==> config.mk <==
export PLATFORM = sky130hd
export DESIGN_NAME = bseq_top
export DESIGN_NICKNAME = d
export VERILOG_FILES = /design/src/rtl/bseq_pkg.sv /design/src/rtl/bseq_opdec.sv /design/src/rtl/bseq_poll_timer.sv /design/src/rtl/bseq_top.sv
export SDC_FILE = /design/constraint.sdc
export NUM_CORES = 1
export LEC_CHECK = 0
export BUFFER_PORTS_ARGS = -buffer_cell sky130_fd_sc_hd__buf_2
export CAP_MARGIN = 20
export CORE_MARGIN = 5
export CORE_UTILIZATION = 45
export CTS_CLUSTER_SIZE = 28
export DETAILED_ROUTE_END_ITERATION = 10
export PLACE_DENSITY = 0.73
export REMOVE_ABC_BUFFERS = 1
export SLEW_MARGIN = 20
export SYNTH_ARGS = -nofsm -noshare
export SYNTH_HDL_FRONTEND = slang
export SYNTH_SLANG_ARGS = --single-unit
==> constraint.sdc <==
create_clock -name clk -period 3.55 [get_ports clk]
set_input_delay 0.1775 -clock clk [delete_from_list [all_inputs] [get_ports clk]]
set_output_delay 0.1775 -clock clk [all_outputs]
set_load 0.03 [all_outputs]
==> src/rtl/bseq_pkg.sv <==
// Package: shared opcode values, state and opcode-class types for the
// byte-coded flash sequencer. Assumes 8-bit program bytes.
package bseq_pkg;

    localparam logic [7:0] OPC_END  = 8'h04;
    localparam logic [7:0] OPC_TX   = 8'h08;
    localparam logic [7:0] OPC_WM   = 8'h0C;
    localparam logic [7:0] OPC_WREG = 8'h10;
    localparam logic [7:0] OPC_WIP  = 8'h14;
    localparam logic [7:0] OPC_DIR  = 8'h18;

    localparam int DIR_BIT  = 3;   // direction bit inside the 0x18 argument
    localparam int BUSY_BIT = 0;   // busy flag inside the status byte

    typedef enum logic [2:0] {
        OPK_END, OPK_TX, OPK_WM, OPK_WREG, OPK_WIP, OPK_DIR, OPK_BAD
    } opk_t;

    typedef enum logic [3:0] {
        ST_IDLE, ST_FETCH, ST_TXCNT, ST_TXDAT, ST_WMWAIT, ST_RADDR,
        ST_RDATA, ST_DIRARG, ST_WHOLD, ST_WCMD, ST_WDISC, ST_WPOLL,
        ST_WCHK, ST_WREL
    } seq_state_t;

endpackage

==> src/rtl/bseq_opdec.sv <==
// Opcode classifier: maps a raw program byte onto an opcode class.
// Purely combinational; any byte outside the defined set is OPK_BAD.
module bseq_opdec
    import bseq_pkg::*;
(
    input  logic [7:0] op_byte,
    output opk_t       op_kind
);

    // classify the fetched byte
    always_comb begin
        unique case (op_byte)
            OPC_END:  op_kind = OPK_END;
            OPC_TX:   op_kind = OPK_TX;
            OPC_WM:   op_kind = OPK_WM;
            OPC_WREG: op_kind = OPK_WREG;
            OPC_WIP:  op_kind = OPK_WIP;
            OPC_DIR:  op_kind = OPK_DIR;
            default:  op_kind = OPK_BAD;
        endcase
    end

endmodule

==> src/rtl/bseq_poll_timer.sv <==
// Busy-poll attempt counter. Cleared at the start of a poll and stepped
// after each busy reading. 'expired' says the current busy reading is
// the last one allowed (limit 0 behaves as limit 1).
module bseq_poll_timer #(
    parameter int TMO_W = 16
) (
    input  logic             clk,
    input  logic             rst_n,
    input  logic             clr,
    input  logic             step,
    input  logic [TMO_W-1:0] limit,
    output logic             expired
);

    logic [TMO_W-1:0] cnt_q;
    logic [TMO_W:0]   cnt_plus;

    // count busy readings since the poll began
    always_ff @(posedge clk) begin
        if (!rst_n)      cnt_q <= '0;
        else if (clr)    cnt_q <= '0;
        else if (step)   cnt_q <= cnt_q + 1'b1;
    end

    // compare the would-be reading count against the limit
    always_comb begin
        cnt_plus = {1'b0, cnt_q} + 1'b1;
        expired  = (cnt_plus >= {1'b0, limit});
    end

endmodule

==> src/rtl/bseq_top.sv <==
// Byte-coded flash programming sequencer (top).
// Walks a byte program from address 0 and drives a serial-flash
// controller through push, register-write, direction and pop strobes.
// Assumes a combinational program read port and that the controller
// delivers one receive byte per pushed byte while in receive direction.
module bseq_top
    import bseq_pkg::*;
#(
    parameter int         PROG_AW    = 8,
    parameter int         TMO_W      = 16,
    parameter logic [7:0] CSMODE_OFS = 8'h18,
    parameter logic [7:0] CS_HOLD    = 8'h02,
    parameter logic [7:0] CS_AUTO    = 8'h00,
    parameter logic [7:0] RDSR_CMD   = 8'h05
) (
    input  logic               clk,
    input  logic               rst_n,
    input  logic               start,
    output logic [PROG_AW-1:0] prog_addr,
    input  logic [7:0]         prog_data,
    input  logic               tx_full,
    output logic               tx_push,
    output logic [7:0]         tx_byte,
    input  logic               txwm_pend,
    input  logic               rx_valid,
    input  logic [7:0]         rx_data,
    output logic               rx_pop,
    output logic               reg_wr,
    output logic [7:0]         reg_addr,
    output logic [7:0]         reg_wdata,
    output logic               dir_wr,
    output logic               dir_val,
    input  logic [TMO_W-1:0]   poll_limit,
    output logic               done,
    output logic               error
);

    localparam logic [7:0] POLL_FILL = 8'h00;

    seq_state_t         state_q, state_d;
    logic [PROG_AW-1:0] pc_q;
    logic [7:0]         cnt_q;
    logic [7:0]         raddr_q;
    logic               done_q, err_q, tmo_q;

    opk_t op_kind;
    logic pc_zero, pc_inc, ld_cnt, dec_cnt, ld_raddr;
    logic set_done, set_err, set_tmo, clr_flags;
    logic tmr_clr, tmr_step, tmr_exp;

    bseq_opdec u_dec (
        .op_byte (prog_data),
        .op_kind (op_kind)
    );

    bseq_poll_timer #(.TMO_W(TMO_W)) u_tmr (
        .clk     (clk),
        .rst_n   (rst_n),
        .clr     (tmr_clr),
        .step    (tmr_step),
        .limit   (poll_limit),
        .expired (tmr_exp)
    );

    // next-state and strobe decode
    always_comb begin
        state_d   = state_q;
        pc_zero   = 1'b0;
        pc_inc    = 1'b0;
        ld_cnt    = 1'b0;
        dec_cnt   = 1'b0;
        ld_raddr  = 1'b0;
        set_done  = 1'b0;
        set_err   = 1'b0;
        set_tmo   = 1'b0;
        clr_flags = 1'b0;
        tmr_clr   = 1'b0;
        tmr_step  = 1'b0;
        tx_push   = 1'b0;
        tx_byte   = 8'h00;
        rx_pop    = 1'b0;
        reg_wr    = 1'b0;
        reg_addr  = 8'h00;
        reg_wdata = 8'h00;
        dir_wr    = 1'b0;
        dir_val   = 1'b0;
        unique case (state_q)
            ST_IDLE: begin
                if (start) begin
                    clr_flags = 1'b1;
                    pc_zero   = 1'b1;
                    state_d   = ST_FETCH;
                end
            end
            ST_FETCH: begin
                unique case (op_kind)
                    OPK_END: begin
                        set_done = 1'b1;
                        state_d  = ST_IDLE;
                    end
                    OPK_TX:   begin pc_inc = 1'b1; state_d = ST_TXCNT;  end
                    OPK_WM:   begin pc_inc = 1'b1; state_d = ST_WMWAIT; end
                    OPK_WREG: begin pc_inc = 1'b1; state_d = ST_RADDR;  end
                    OPK_WIP:  begin pc_inc = 1'b1; state_d = ST_WHOLD;  end
                    OPK_DIR:  begin pc_inc = 1'b1; state_d = ST_DIRARG; end
                    default: begin
                        set_done = 1'b1;
                        set_err  = 1'b1;
                        state_d  = ST_IDLE;
                    end
                endcase
            end
            ST_TXCNT: begin
                pc_inc  = 1'b1;
                ld_cnt  = 1'b1;
                state_d = (prog_data == 8'h00) ? ST_FETCH : ST_TXDAT;
            end
            ST_TXDAT: begin
                if (!tx_full) begin
                    tx_push = 1'b1;
                    tx_byte = prog_data;
                    pc_inc  = 1'b1;
                    dec_cnt = 1'b1;
                    if (cnt_q == 8'd1) state_d = ST_FETCH;
                end
            end
            ST_WMWAIT: begin
                if (txwm_pend) state_d = ST_FETCH;
            end
            ST_RADDR: begin
                ld_raddr = 1'b1;
                pc_inc   = 1'b1;
                state_d  = ST_RDATA;
            end
            ST_RDATA: begin
                reg_wr    = 1'b1;
                reg_addr  = raddr_q;
                reg_wdata = prog_data;
                pc_inc    = 1'b1;
                state_d   = ST_FETCH;
            end
            ST_DIRARG: begin
                dir_wr  = 1'b1;
                dir_val = prog_data[DIR_BIT];
                pc_inc  = 1'b1;
                state_d = ST_FETCH;
            end
            ST_WHOLD: begin
                reg_wr    = 1'b1;
                reg_addr  = CSMODE_OFS;
                reg_wdata = CS_HOLD;
                state_d   = ST_WCMD;
            end
            ST_WCMD: begin
                if (!tx_full) begin
                    tx_push = 1'b1;
                    tx_byte = RDSR_CMD;
                    state_d = ST_WDISC;
                end
            end
            ST_WDISC: begin
                if (rx_valid) begin
                    rx_pop  = 1'b1;
                    tmr_clr = 1'b1;
                    state_d = ST_WPOLL;
                end
            end
            ST_WPOLL: begin
                if (!tx_full) begin
                    tx_push = 1'b1;
                    tx_byte = POLL_FILL;
                    state_d = ST_WCHK;
                end
            end
            ST_WCHK: begin
                if (rx_valid) begin
                    rx_pop = 1'b1;
                    if (!rx_data[BUSY_BIT]) begin
                        state_d = ST_WREL;
                    end else if (tmr_exp) begin
                        set_tmo = 1'b1;
                        state_d = ST_WREL;
                    end else begin
                        tmr_step = 1'b1;
                        state_d  = ST_WPOLL;
                    end
                end
            end
            ST_WREL: begin
                reg_wr    = 1'b1;
                reg_addr  = CSMODE_OFS;
                reg_wdata = CS_AUTO;
                if (tmo_q) begin
                    set_done = 1'b1;
                    set_err  = 1'b1;
                    state_d  = ST_IDLE;
                end else begin
                    state_d  = ST_FETCH;
                end
            end
            default: state_d = ST_IDLE;
        endcase
    end

    // state register
    always_ff @(posedge clk) begin
        if (!rst_n) state_q <= ST_IDLE;
        else        state_q <= state_d;
    end

    // program counter
    always_ff @(posedge clk) begin
        if (!rst_n)       pc_q <= '0;
        else if (pc_zero) pc_q <= '0;
        else if (pc_inc)  pc_q <= pc_q + 1'b1;
    end

    // payload byte counter for the push opcode
    always_ff @(posedge clk) begin
        if (!rst_n)       cnt_q <= 8'h00;
        else if (ld_cnt)  cnt_q <= prog_data;
        else if (dec_cnt) cnt_q <= cnt_q - 8'd1;
    end

    // latched register offset for the register-write opcode
    always_ff @(posedge clk) begin
        if (!rst_n)        raddr_q <= 8'h00;
        else if (ld_raddr) raddr_q <= prog_data;
    end

    // completion, error and poll-timeout flags
    always_ff @(posedge clk) begin
        if (!rst_n) begin
            done_q <= 1'b0;
            err_q  <= 1'b0;
            tmo_q  <= 1'b0;
        end else if (clr_flags) begin
            done_q <= 1'b0;
            err_q  <= 1'b0;
            tmo_q  <= 1'b0;
        end else begin
            if (set_done) done_q <= 1'b1;
            if (set_err)  err_q  <= 1'b1;
            if (set_tmo)  tmo_q  <= 1'b1;
        end
    end

    assign prog_addr = pc_q;
    assign done      = done_q;
    assign error     = err_q;

endmodule

# [After elaboration in Yosys (flattened, before gate mapping)]
# Cells that the tools add are included.
# W data, S select, Z words.
[word_totals] reg_bits=47
[classes] add_sub_neg=4 magnitude_cmp=1 eq_ne=33 mux=50 bitwise=1 reduce_logical=15
[op_table] cell="$pmux W4 S13" n=1
[op_table] cell="$pmux W8 S2" n=3
[op_table] cell="$mux W4" n=8
[op_table] cell="$mux W1" n=26
[op_table] cell="$eq A4 B4 Y1 const B" n=6
[op_table] cell="$eq A8 B5 Y1 const B" n=3
[op_table] cell="$mux W8" n=3
[op_table] cell="$pmux W4 S5" n=1
[op_table] cell="$pmux W3 S6" n=1
[op_table] cell="$add A16 B1 Y17 const B" n=1
[op_table] cell="$ge A17 B16 Y1" n=1
[op_table] cell="$add A16 B1 Y16 const B" n=1
[op_table] cell="$eq A4 B3 Y1 const B" n=4
[op_table] cell="$eq A8 B4 Y1 const B" n=2
[op_table] cell="$ne A2 B2 Y1 const B" n=8
[op_table] cell="$reduce_or A2 Y1" n=5
[op_table] cell="$mux W3" n=3
[op_table] cell="$add A8 B1 Y8 const B" n=1
[op_table] cell="$eq A4 B2 Y1 const B" n=2
[op_table] cell="$eq A8 B1 Y1 const B" n=1
[op_table] cell="$eq A8 B3 Y1 const B" n=1
[op_table] cell="$logic_not A8 Y1" n=1
[op_table] cell="$reduce_and A8 Y1" n=1
[op_table] cell="$sub A8 B1 Y8 const B" n=1
[op_table] cell="other kinds (15)" n=19

# [Depth between registers and ports, before layout]
# Gate-level depths: netlist of run 1.
[depth] depth_word=6 ltp_mapped=14 depth_no_buf=12

# [Hierarchy]
# From an unflattened synthesis of run 1, not the netlist that was laid out.
[unflattened] cells_unflattened=454 area_unflattened_um2=3518.4
[by_module_without_submodules] mod="bseq_top" n_inst=1 cells_each=277 area_per_inst_um2=2134.5
[by_module_without_submodules] mod="bseq_poll_timer" n_inst=1 cells_each=169 area_per_inst_um2=1316.3
[by_module_without_submodules] mod="bseq_opdec" n_inst=1 cells_each=8 area_per_inst_um2=67.6

# [Worst setup path after synthesis of run 1]
# No wires, ideal clock.
[synth_path] path_kind="reg2reg" startpoint="register u_tmr.cnt_q[0]" endpoint="register u_tmr.cnt_q[7]" setup_ps=70 arrival_ps=2868 slack_ps=612 path_stages_with_launch=13 cell_sequence="dfxtp_1 ha_1 nand3_1 nor2_1 nand3_1 xnor2_1 ha_1 a21o_1 a221o_1 a21o_1 clkbuf_1 or4_1 a21oi_1"
[synth_via] elab_chain_len=6 word_cells_on_any_way=7 classes_between="add/sub (2); order compare (1); mux (4)"
[synth_lines] item="start: declaration" line="bseq_poll_timer.sv:15" rtl="logic [TMO_W-1:0] cnt_q;"
[synth_lines] item="start signal: assignment" line="bseq_poll_timer.sv:22" rtl="else if (step) cnt_q <= cnt_q + 1'b1;"
[synth_lines] item="$add A16 B1 Y17" line="bseq_poll_timer.sv:27" rtl="cnt_plus = {1'b0, cnt_q} + 1'b1;"
[synth_lines] item="named net u_tmr.cnt_plus[14]" line="bseq_poll_timer.sv:16" rtl="logic [TMO_W:0] cnt_plus;"
[synth_lines] item="$ge A17 B16 Y1" line="bseq_poll_timer.sv:28" rtl="expired = (cnt_plus >= {1'b0, limit});"
[synth_lines] item="$mux W1" line="bseq_top.sv:180" rtl="end else if (tmr_exp) begin"
[synth_lines] item="$mux W1" line="bseq_top.sv:178" rtl="if (!rx_data[BUSY_BIT]) begin"
[synth_lines] item="$mux W1" line="bseq_top.sv:176" rtl="if (rx_valid) begin"
[synth_lines] item="$mux W1" line="bseq_top.sv:87" rtl="unique case (state_q)"
# The timed path passes the listed nets, and every way through them passes these cells.
# A chain may end at the register's enable or synchronous reset.

# [Final worst setup path of run 1]
[layout_path] startpoint="register u_tmr.cnt_q[2]" endpoint="register u_tmr.cnt_q[8]"
# Same word-level chain as after synthesis.

==> flow_summary.ini, run 1 <==
[sta]
min_period_over_period_pct = 91.45
finalSetupViolCount = 0
rsz0062_at_grt = no
drv_slew = 0
setup_tns_ps = 0
period_needed_ps = 3247
hold_viol_final = 0
fmaxAchievable_mhz = 308.0
clock_skew_ps = 4.917
relSlewSlack_pct = 33.16
worst-slew-pin-transition_ps = 994.9

[die]
pin_count = 77
die_area_um2 = 9581
core_area_um2 = 7607
placementRows = 32
start_util_pct = 45.69
die_w_um = 97.89
fp.dieH_um = 97.89

[critical_path]
crit_fanout = 19
cpLargestDelayFamily = simple AND/OR/NAND/NOR gates
worst_ep_required_time_ps = 3780
cpPeakStageDelay_ps = 480
reg2reg_to = u_tmr.cnt_q[8]$_SDFFE_PP0P_
path_common_cell = and3_1
r2r_start = u_tmr.cnt_q[2]$_SDFFE_PP0P_
end_kind = flop
r2r_slack_ps = 300
cp_slowest_cell = or4_1
cp-start-kind = flop
path_buf_inv = 1
rr_worst_depth = 12
crit_chain = and3_1, nand2_1, nor2_2, nand4_1, xnor2_1, ha_1, and3_1, a221o_1, a21o_1, buf_4, or4_1, a21oi_1
critPathKind = reg -> reg
crit_arrival_ps = 3480

[yosys]
synthSimpleGateAreaFrac_pct = 30.17
synth_top_family_by_area = simple AND/OR/NAND/NOR gates
synth_edf_count = 0
synth_compound_area_share_pct = 22.32
synth_seq_cells = 47
synth_xor_area_share_pct = 4.536
yosysTopAreaCell = dfxtp_1
synthMuxAreaShare_pct = 0.6120
netlist-cell-type-count = 62
ys_warn_count = 0
synth_area_leaders = dfxtp_1 27%, ha_1 8.3%, a21oi_1 7.9%
yosys.area_share.adder_pct = 8.279
synthTopCellsByCount = 55 x a21oi_1, 50 x nand2_1, 47 x dfxtp_1, 35 x nor2_1, 29 x inv_1
synth_cells = 456
synth_top_area_share_pct = 27.07
syn_area_per_cell_um2 = 7.622
synth-async-reset-ratio_pct = 0
synth_area_um2 = 3476
synth_seq_area_share_pct = 27.07
synth_most_common_cell = a21oi_1
synth-main-ff-cell = dfxtp_1

[global_routing]
overflow = 0
grt_antenna_before_repair = 0
grt_max_degree = 30
grt_pass1_wl_um = 15000
grt_pass1_vias = 3258
track_usage_pct = 18.30

[cts]
cts.path.max_buffers = 2
clk_pin_slew_ps = 90
cts.sinks = 47
cts_tree = built
post-cts-setup-buffers = 0
htree_num_levels = 2
postCtsHoldBufs = 0
clk_latency_ps = 300
numCtsBuffers = 5
cts_root_buf = clkbuf_8
cts_resized = 0

[worst_hold_path]
min_path_cells = 3
min_from = prog_data[6]
holdCritPathClass = in -> reg
hold_end = raddr_q[6]$_SDFFE_PN0P_

[cells_and_area]
ff_latch_area_um2 = 942.2
syn_to_final_growth_pct = 13.32
diodes = 0
drive_gt1_share_pct = 19.84
fin_nets = 574
num-fill-cells = 751
fin_util_pct = 51.78
multi_input_area_um2 = 2296

[route]
routed_wl_um = 8748
drc = 0
ant_nets = 0
wl_per_cell_um = 14.20
first_iter_violations = 164
first_pass_iters = 4
viasPerCell = 5.602
vias = 3451

[placement]
port_buffers = 69
place.gp.congestion = 0.8786
dp_hpwl_um = 6728

[run_status]
status = completed

[power_and_ir_drop]
ir_worst_vdd_mv = 0.1927
powerDensity_nw_per_um2 = 288.7
p_leak_nw = 1.755

[flow_run]
maxCapViolations = 0
where the power goes:
group | switching, mW | internal [mW] | total, mW
sequential | 0.0229 | 0.545 | 0.568
combinational | 0.160 | 0.0913 | 0.251
clock | 0.180 | 0.139 | 0.318
layout make-up:
cell class                      count  area share [%]
Timing Repair Buffer               74           9.720
Tap cell                          102           3.240
Clock buffer                        7           1.938
Inverter                           29           2.764
Multi-Input combinational cell    356           58.29
Clock inverter                      1          0.1271
Sequential cell                    47           23.92
cell usage in the layout, fill, tap and decap left out, types with 3 or more instances in the layout:
master,netlist,routed
nor4_1,3,3
clkbuf_8,0,5
o21ai_1,6,6
xnor2_1,15,15
nor2_2,2,4
nand2_1,50,50
ha_1,23,23
nand4_1,5,5
and3_1,14,14
o21ai_0,16,16
buf_4,1,5
nor3_2,3,3
nand2b_1,5,5
a21o_1,4,4
nor2b_1,5,5
a21oi_1,55,55
or3_1,9,9
and2_1,7,7
nor2_1,35,33
a31oi_1,3,3
or4_1,13,13
buf_2,3,69
dfxtp_1,47,46
a221oi_1,3,3
nor3_1,9,9
nand3_1,17,17
o31ai_1,14,14
xor2_1,3,3
inv_1,29,29
worst min-delay path, cell delays in order:
cell	delay, ps
buf_2	130
nand2_1	60
a21oi_1	50
cells by family after synthesis:
kind of cell | after synthesis
adder cells (fa/ha/maj) | 23
buffers and inverters | 53
AO/OA/AOI/OAI | 122
flip-flops | 47
XOR/XNOR | 18
multiplexers | 2
AND/OR/NAND/NOR | 191
registers in the layout (all words and copies together) (netlist names):
| name | count |
|---|---|
| u_tmr.cnt_q | 16 |
| cnt_q | 8 |
| prog_addr | 8 |
| raddr_q | 8 |
| state_q | 4 |
| done | 1 |
| error | 1 |
| tmo_q | 1 |
through the flow:
| stage | power, mW | hold slack [ps] | cells | area, um2 | worst slack (ps) |
|---|---|---|---|---|---|
| 5_1_grt | 1.200 | 160.0 | 616 | 3939 | 50.31 |
| 3_3_place_gp | 0.8230 | 440.3 | 608 | 3851 | 318.0 |
| 4_1_cts | 1.146 | 157.5 | 616 | 3933 | 222.3 |
| 2_1_floorplan | 0.7492 | 313.5 | 432 | 3341 | 516.7 |
| 3_5_place_dp | 0.8308 | 444.5 | 608 | 3851 | 250.9 |
| 6_report | 1.137 | 158.5 | 616 | 3939 | 303.4 |
routing by layer:
metal / up-vias / share of wire [%] / track usage (%)
met2: 82 / 52 / 32.51
met1: 1598 / 42 / 22.80
met3: 10 / 4.6 / 3.571
li1: 1761 / - / -
met5: - / 0 / 0
met4: 0 / 1.3 / 4.153
worst max path at each step:
stage                           startpoint                           to  slack (ps)  cells past startpoint
3_3_place_gp   u_tmr.cnt_q[0]$_SDFFE_PP0P_  u_tmr.cnt_q[2]$_SDFFE_PP0P_         320                     13
5_1_grt        u_tmr.cnt_q[2]$_SDFFE_PP0P_  u_tmr.cnt_q[8]$_SDFFE_PP0P_          50                     12
2_1_floorplan  u_tmr.cnt_q[0]$_SDFFE_PP0P_  u_tmr.cnt_q[2]$_SDFFE_PP0P_         520                     11
6_report       u_tmr.cnt_q[2]$_SDFFE_PP0P_  u_tmr.cnt_q[8]$_SDFFE_PP0P_         300                     12
4_1_cts        u_tmr.cnt_q[0]$_SDFFE_PP0P_  u_tmr.cnt_q[5]$_SDFFE_PP0P_         220                     13
3_5_place_dp   u_tmr.cnt_q[0]$_SDFFE_PP0P_  u_tmr.cnt_q[8]$_SDFFE_PP0P_         250                     13
No activity file was read; power rests on OpenSTA's default activity.
==> inputs of run 2 (changes only) <==
--- a/config.mk
+++ b/config.mk
@@ -5,7 +5,7 @@
 export SDC_FILE = /design/constraint.sdc
 export NUM_CORES = 1
 export LEC_CHECK = 0
-export BUFFER_PORTS_ARGS = -buffer_cell sky130_fd_sc_hd__buf_2
+export BUFFER_PORTS_ARGS = -buffer_cell sky130_fd_sc_hd__buf_4
 export CAP_MARGIN = 20
 export CORE_MARGIN = 5
 export CORE_UTILIZATION = 45
==> flow_summary.ini, run 2 (same netlist as run 1, synthesis figures left out) <==
[critical_path]
end_kind = flop
critPathKind = reg -> reg
r2r_slack_ps = 330
crit_start = u_tmr.cnt_q[0]$_SDFFE_PP0P_
worst_ep_required_time_ps = 3780
crit_fanout = 14
r2r_start = u_tmr.cnt_q[0]$_SDFFE_PP0P_
crit_arrival_ps = 3450
cp-start-kind = flop

[placement]
dp_hpwl_um = 6709
port_buffers = 69
place_ws_ps = 241.9
place.gp.congestion = 0.8381

[cells_and_area]
syn_to_final_growth_pct = 19.47
layout_common_cells = 77 x buf_4, 55 x a21oi_1, 50 x nand2_1, 46 x dfxtp_1, 33 x nor2_1
diodes = 0
fin_nets = 577
num-fill-cells = 750
multi_input_area_um2 = 2296
mostFrequentLayoutCell = buf_4
ff_latch_area_um2 = 942.2
drive_gt1_share_pct = 20.50
regMostFlops = u_tmr.cnt_q
largest_register_ffs = 16

[sta]
finalSetupViolCount = 0
drv_slew = 0
worst-slew-pin-transition_ps = 729.1
hold_viol_final = 0
rsz0062_at_grt = no
relSlewSlack_pct = 51.21
setup_tns_ps = 0
clock_skew_ps = 8.374
fin_ws_ps = 332.7
fmaxAchievable_mhz = 310.8
period_needed_ps = 3217
min_period_over_period_pct = 90.63

[power_and_ir_drop]
total_power_mw = 1.192
power_frac_comb_pct = 22.2
powerDensity_nw_per_um2 = 287.0
ir_worst_vdd_mv = 0.2434
p_int_mw = 0.8268
clock_power_share_pct = 30.1
pwr-share-seq_pct = 47.7
p_leak_nw = 1.802
p_switching_mw = 0.3650
swShare_pct = 30.62

[route]
viasPerCell = 5.685
drt-met1-wl_um = 3803
routed_wl_um = 8868
wl_met3_um = 436
vias = 3519
wl_per_cell_um = 14.33
ant_nets = 0
top_layer_used = met4
first_iter_violations = 149
met2_length_um = 4461
first_pass_iters = 5
drc = 0

[cts]
cts_tree = built
cts.sinks = 47
postCtsHoldBufs = 0
clk_pin_slew_ps = 80
cts_root_buf = clkbuf_8
htree_num_levels = 2
clk_latency_ps = 310
cts.path.max_buffers = 2
numCtsBuffers = 5

[die]
placementRows = 32
pin_count = 77
start_util_pct = 45.69
die_w_um = 97.89
fp.dieH_um = 97.89
core_area_um2 = 7607
die_area_um2 = 9581

[global_routing]
grt_pass1_vias = 3414
grt_pass1_wl_um = 15460
track_usage_pct = 18.70
grt_max_degree = 30
grt_antenna_before_repair = 0
overflow = 0

[flow_run]
maxCapViolations = 0

[worst_hold_path]
holdCritPathClass = in -> reg
min_from = prog_data[6]

[run_status]
status = completed
[run 2: layout make-up]
class / count / share of cell area, %
tap: 102 / 3.073
sequential: 47 / 22.69
multi-input combinational: 356 / 55.29
clock buffer: 8 / 2.410
inverter: 29 / 2.621
timing repair buffer: 77 / 13.92
[run 2: timing repair]
action | CTS | global route
gates resized for setup | 0 | 3
endpoints found under the setup margin | 0 | 11
setup buffers | 0 | 0
[run 2: final timing paths]
path                            endpoint  cells after the start
max          u_tmr.cnt_q[2]$_SDFFE_PP0P_                     13
min              raddr_q[6]$_SDFFE_PN0P_                      3
max reg2reg  u_tmr.cnt_q[2]$_SDFFE_PP0P_                     13
min reg2reg      raddr_q[1]$_SDFFE_PN0P_                      2
[run 2: power by group through the flow]
| stage | Sequential [mW] | Clock (mW) | Combinational (mW) |
|---|---|---|---|
| final | 0.568 | 0.359 | 0.264 |
| after global routing | 0.573 | 0.386 | 0.296 |
| after global placement | 0.580 | 0 | 0.258 |
| after detailed placement | 0.580 | 0 | 0.262 |
| after CTS | 0.568 | 0.370 | 0.263 |
| after floorplan | 0.590 | 0 | 0.159 |
[run 2: stage by stage]
| stage | cell area (um2) | instances | hold WS, ps | util (%) |
|---|---|---|---|---|
| 4_1_cts | 4146 | 619 | 139.3 | 54.51 |
| 5_1_grt | 4153 | 619 | 158.7 | 54.59 |
| 3_5_place_dp | 4046 | 611 | 445.6 | 53.19 |
| 6_report | 4153 | 619 | 147.1 | 54.59 |
| 3_3_place_gp | 4046 | 611 | 439.7 | 53.19 |
| 2_1_floorplan | 3341 | 432 | 313.5 | - |
[run 2: layer usage]
layer  GRT usage, %  vias up
met5              0        -
met4          5.964        0
met3          3.143       19
met2          32.67      102
met1          23.38     1639
li1               -     1759
[run 2: worst max-delay path, stage by stage (launching register included)]
cell and delay [ps]:
dfxtp_2 380, ha_1 230, nand3_1 130, nor2_2 170
nand3_1 170, xnor2_1 170, ha_1 290, a21oi_1 130
o21ai_1 80, a221o_1 350, a21o_1 220, buf_4 200
or4_1 480, a21oi_1 150
==> inputs of run 3 (changes only) <==
--- a/config.mk
+++ b/config.mk
@@ -5,6 +5,7 @@
 export SDC_FILE = /design/constraint.sdc
 export NUM_CORES = 1
 export LEC_CHECK = 0
+export ABC_AREA = 1
 export BUFFER_PORTS_ARGS = -buffer_cell sky130_fd_sc_hd__buf_4
 export CAP_MARGIN = 20
 export CORE_MARGIN = 5
==> flow_summary.ini, run 3 <==
[cts]
clk_pin_slew_ps = 90
htree_num_levels = 2
clk_latency_ps = 300
cts_root_buf = clkbuf_8
postCtsHoldBufs = 0
numCtsBuffers = 5
cts.sinks = 47
cts.path.max_buffers = 2
cts_tree = built
post-cts-setup-buffers = 0

[route]
routed_wl_um = 8768
ant_nets = 0
drc = 0
vias = 3510
first_iter_violations = 134
first_pass_iters = 5
wl_per_cell_um = 12.54
viasPerCell = 5.021

[power_and_ir_drop]
total_power_mw = 1.074
pwr-share-seq_pct = 50.7
p_switching_mw = 0.2974
p_int_mw = 0.7767
clock_power_share_pct = 33.2
swShare_pct = 27.69
power_frac_comb_pct = 16.1
p_leak_nw = 2.047
powerDensity_nw_per_um2 = 251.2
ir_worst_vdd_mv = 0.1578

[die]
placementRows = 32
core_area_um2 = 7727
die_w_um = 99.05
die_area_um2 = 9811
pin_count = 77
start_util_pct = 46.18
fp.dieH_um = 99.05

[sta]
clock_skew_ps = 6.600
worst-slew-pin-transition_ps = 580.1
drv_slew = 0
min_period_over_period_pct = 89.32
relSlewSlack_pct = 61.23
hold_viol_final = 0
fmaxAchievable_mhz = 315.4
hold_ws_ps = 186.0
period_needed_ps = 3171
rsz0062_at_grt = no
setup_tns_ps = 0
fin_ws_ps = 379.1
finalSetupViolCount = 0

[critical_path]
rr_worst_depth = 15
r2r_start = u_tmr.cnt_q[0]$_SDFFE_PP0P_
critPathKind = reg -> reg
cpPeakStageDelay_ps = 390
cp_slowest_cell = dfxtp_1
end_kind = flop
crit_arrival_ps = 3360
r2r_slack_ps = 380
worst_ep_required_time_ps = 3740
crit_fanout = 16
reg2reg_to = u_tmr.cnt_q[14]$_SDFFE_PP0P_
crit_chain = ha_1, nand3_1, nor2_2, nand3_2, nor3_1, xor2_1, inv_1, ha_1, a21o_1, a21oi_1, nand3_1, nor2_2, nand3_4, o21ai_0, a21oi_1
cp-start-kind = flop

[global_routing]
grt_max_degree = 33
grtUsageMet1_pct = 23.61
track_usage_pct = 17.67
use_met3_pct = 3.539
overflow = 0
grtUsageMet2_pct = 29.49
grt_most_used_layer = met2
grt_antenna_before_repair = 0
grt_pass1_wl_um = 14790
grt_pass1_vias = 3482

[cells_and_area]
layout_common_cells = 88 x inv_1, 88 x nand2_1, 69 x buf_4, 53 x nor2_1, 47 x dfxtp_1
syn_to_final_growth_pct = 19.85
regMostFlops = u_tmr.cnt_q
multi_input_area_um2 = 2211
largest_register_ffs = 16
diodes = 0
ff_latch_area_um2 = 940.9
drive_gt1_share_pct = 23.12
fin_nets = 657
finalNonFillerCells = 699
num-fill-cells = 793

[worst_hold_path]
holdCritPathClass = in -> reg
min_from = rst_n
min_path_cells = 3
hold_end = raddr_q[5]$_SDFFE_PN0P_

[yosys]
synth_area_leaders = dfxtp_1 26%, inv_1 9.3%, nand2_1 9.3%
synthTopCellsByCount = 88 x inv_1, 88 x nand2_1, 54 x nor2_1, 47 x dfxtp_1, 38 x a21oi_1
synth_edf_count = 0
synth-main-ff-cell = dfxtp_1
synth_seq_area_share_pct = 26.37
synth_seq_cells = 47
syn_area_per_cell_um2 = 6.746
synth_area_um2 = 3568
netlist-cell-type-count = 44
synth_cells = 529
synth_top_area_share_pct = 26.37
synth-async-reset-ratio_pct = 0
yosysTopAreaCell = dfxtp_1
ys_warn_count = 0

[placement]
dp_hpwl_um = 6894
place.gp.congestion = 0.8749
place_ws_ps = 272.3
placed_cells = 690
port_buffers = 69

[run_status]
status = completed

[flow_run]
maxCapViolations = 0
[run 3: cell count changes after synthesis, sizes merged, moves of 13 or more]
cell / before / now
nand2: 50 / 104
o31ai: 14 / 0
xor2: 3 / 19
or4: 15 / 0
inv: 29 / 100
xnor2: 15 / 2
and3: 14 / 0
nor2: 38 / 69
nand3: 17 / 32
[run 3: layout make-up]
class                      instances  share of cell area, %
multi-input combinational        372                  51.70
sequential                        47                  22.00
timing repair buffer              69                  12.11
inverter                         101                  8.865
tap                              102                  2.984
clock buffer                       8                  2.341
[run 3: metrics by stage]
step,utilization [%],instance area (um2)
floorplan,-,3511
global placement,53.79,4156
detailed placement,53.79,4156
CTS,55.08,4257
global route,55.34,4277
finish,55.34,4277
[run 3: repair_timing]
action	in CTS	in global routing
endpoints found under the setup margin	0	8
gates resized for setup	0	2
hold endpoints to repair	0	0
[run 3: kinds of logic after synthesis]
logic type	synth area share, %
compound gates	16.59
buf+inv	12.24
xor+xnor	5.154
simple gates	31.59
flops	26.37
fa+ha+maj	8.065
[run 3: worst max path at each step]
stage                                           start                      endpoint  cells past startpoint
after CTS                 u_tmr.cnt_q[0]$_SDFFE_PP0P_  u_tmr.cnt_q[14]$_SDFFE_PP0P_                     15
after detailed placement  u_tmr.cnt_q[0]$_SDFFE_PP0P_  u_tmr.cnt_q[14]$_SDFFE_PP0P_                     15
after floorplan           u_tmr.cnt_q[0]$_SDFFE_PP0P_  u_tmr.cnt_q[11]$_SDFFE_PP0P_                     15
final                     u_tmr.cnt_q[0]$_SDFFE_PP0P_  u_tmr.cnt_q[14]$_SDFFE_PP0P_                     15
after global routing      u_tmr.cnt_q[0]$_SDFFE_PP0P_  u_tmr.cnt_q[14]$_SDFFE_PP0P_                     15
after global placement    u_tmr.cnt_q[0]$_SDFFE_PP0P_  u_tmr.cnt_q[14]$_SDFFE_PP0P_                     15
[run 3: power groups by stage]
stage | registers, mW | clock network (mW) | logic [mW]
finish | 0.545 | 0.357 | 0.173
detailed placement | 0.558 | 0 | 0.174
floorplan | 0.562 | 0 | 0.102
global route | 0.546 | 0.389 | 0.191
CTS | 0.545 | 0.366 | 0.174
global placement | 0.556 | 0 | 0.170
[run 3: layer usage]
| layer | vias up | part of all wire [%] | wire [um] |
|---|---|---|---|
| li1 | 1834 | - | - |
| met1 | 1584 | 48 | 4207 |
| met2 | 83 | 46 | 4009 |
| met3 | 9 | 5.2 | 453 |
| met4 | 0 | 1.1 | 98 |
| met5 | - | 0 | 0 |
[run 3: critical path: cells and delay by family, from the launching register on]
kind / cells / cell delay (ps)
simple gates: 7 / 1350
buf+inv: 1 / 70
flops: 1 / 390
fa+ha+maj: 2 / 480
compound gates: 4 / 590
xor+xnor: 1 / 170
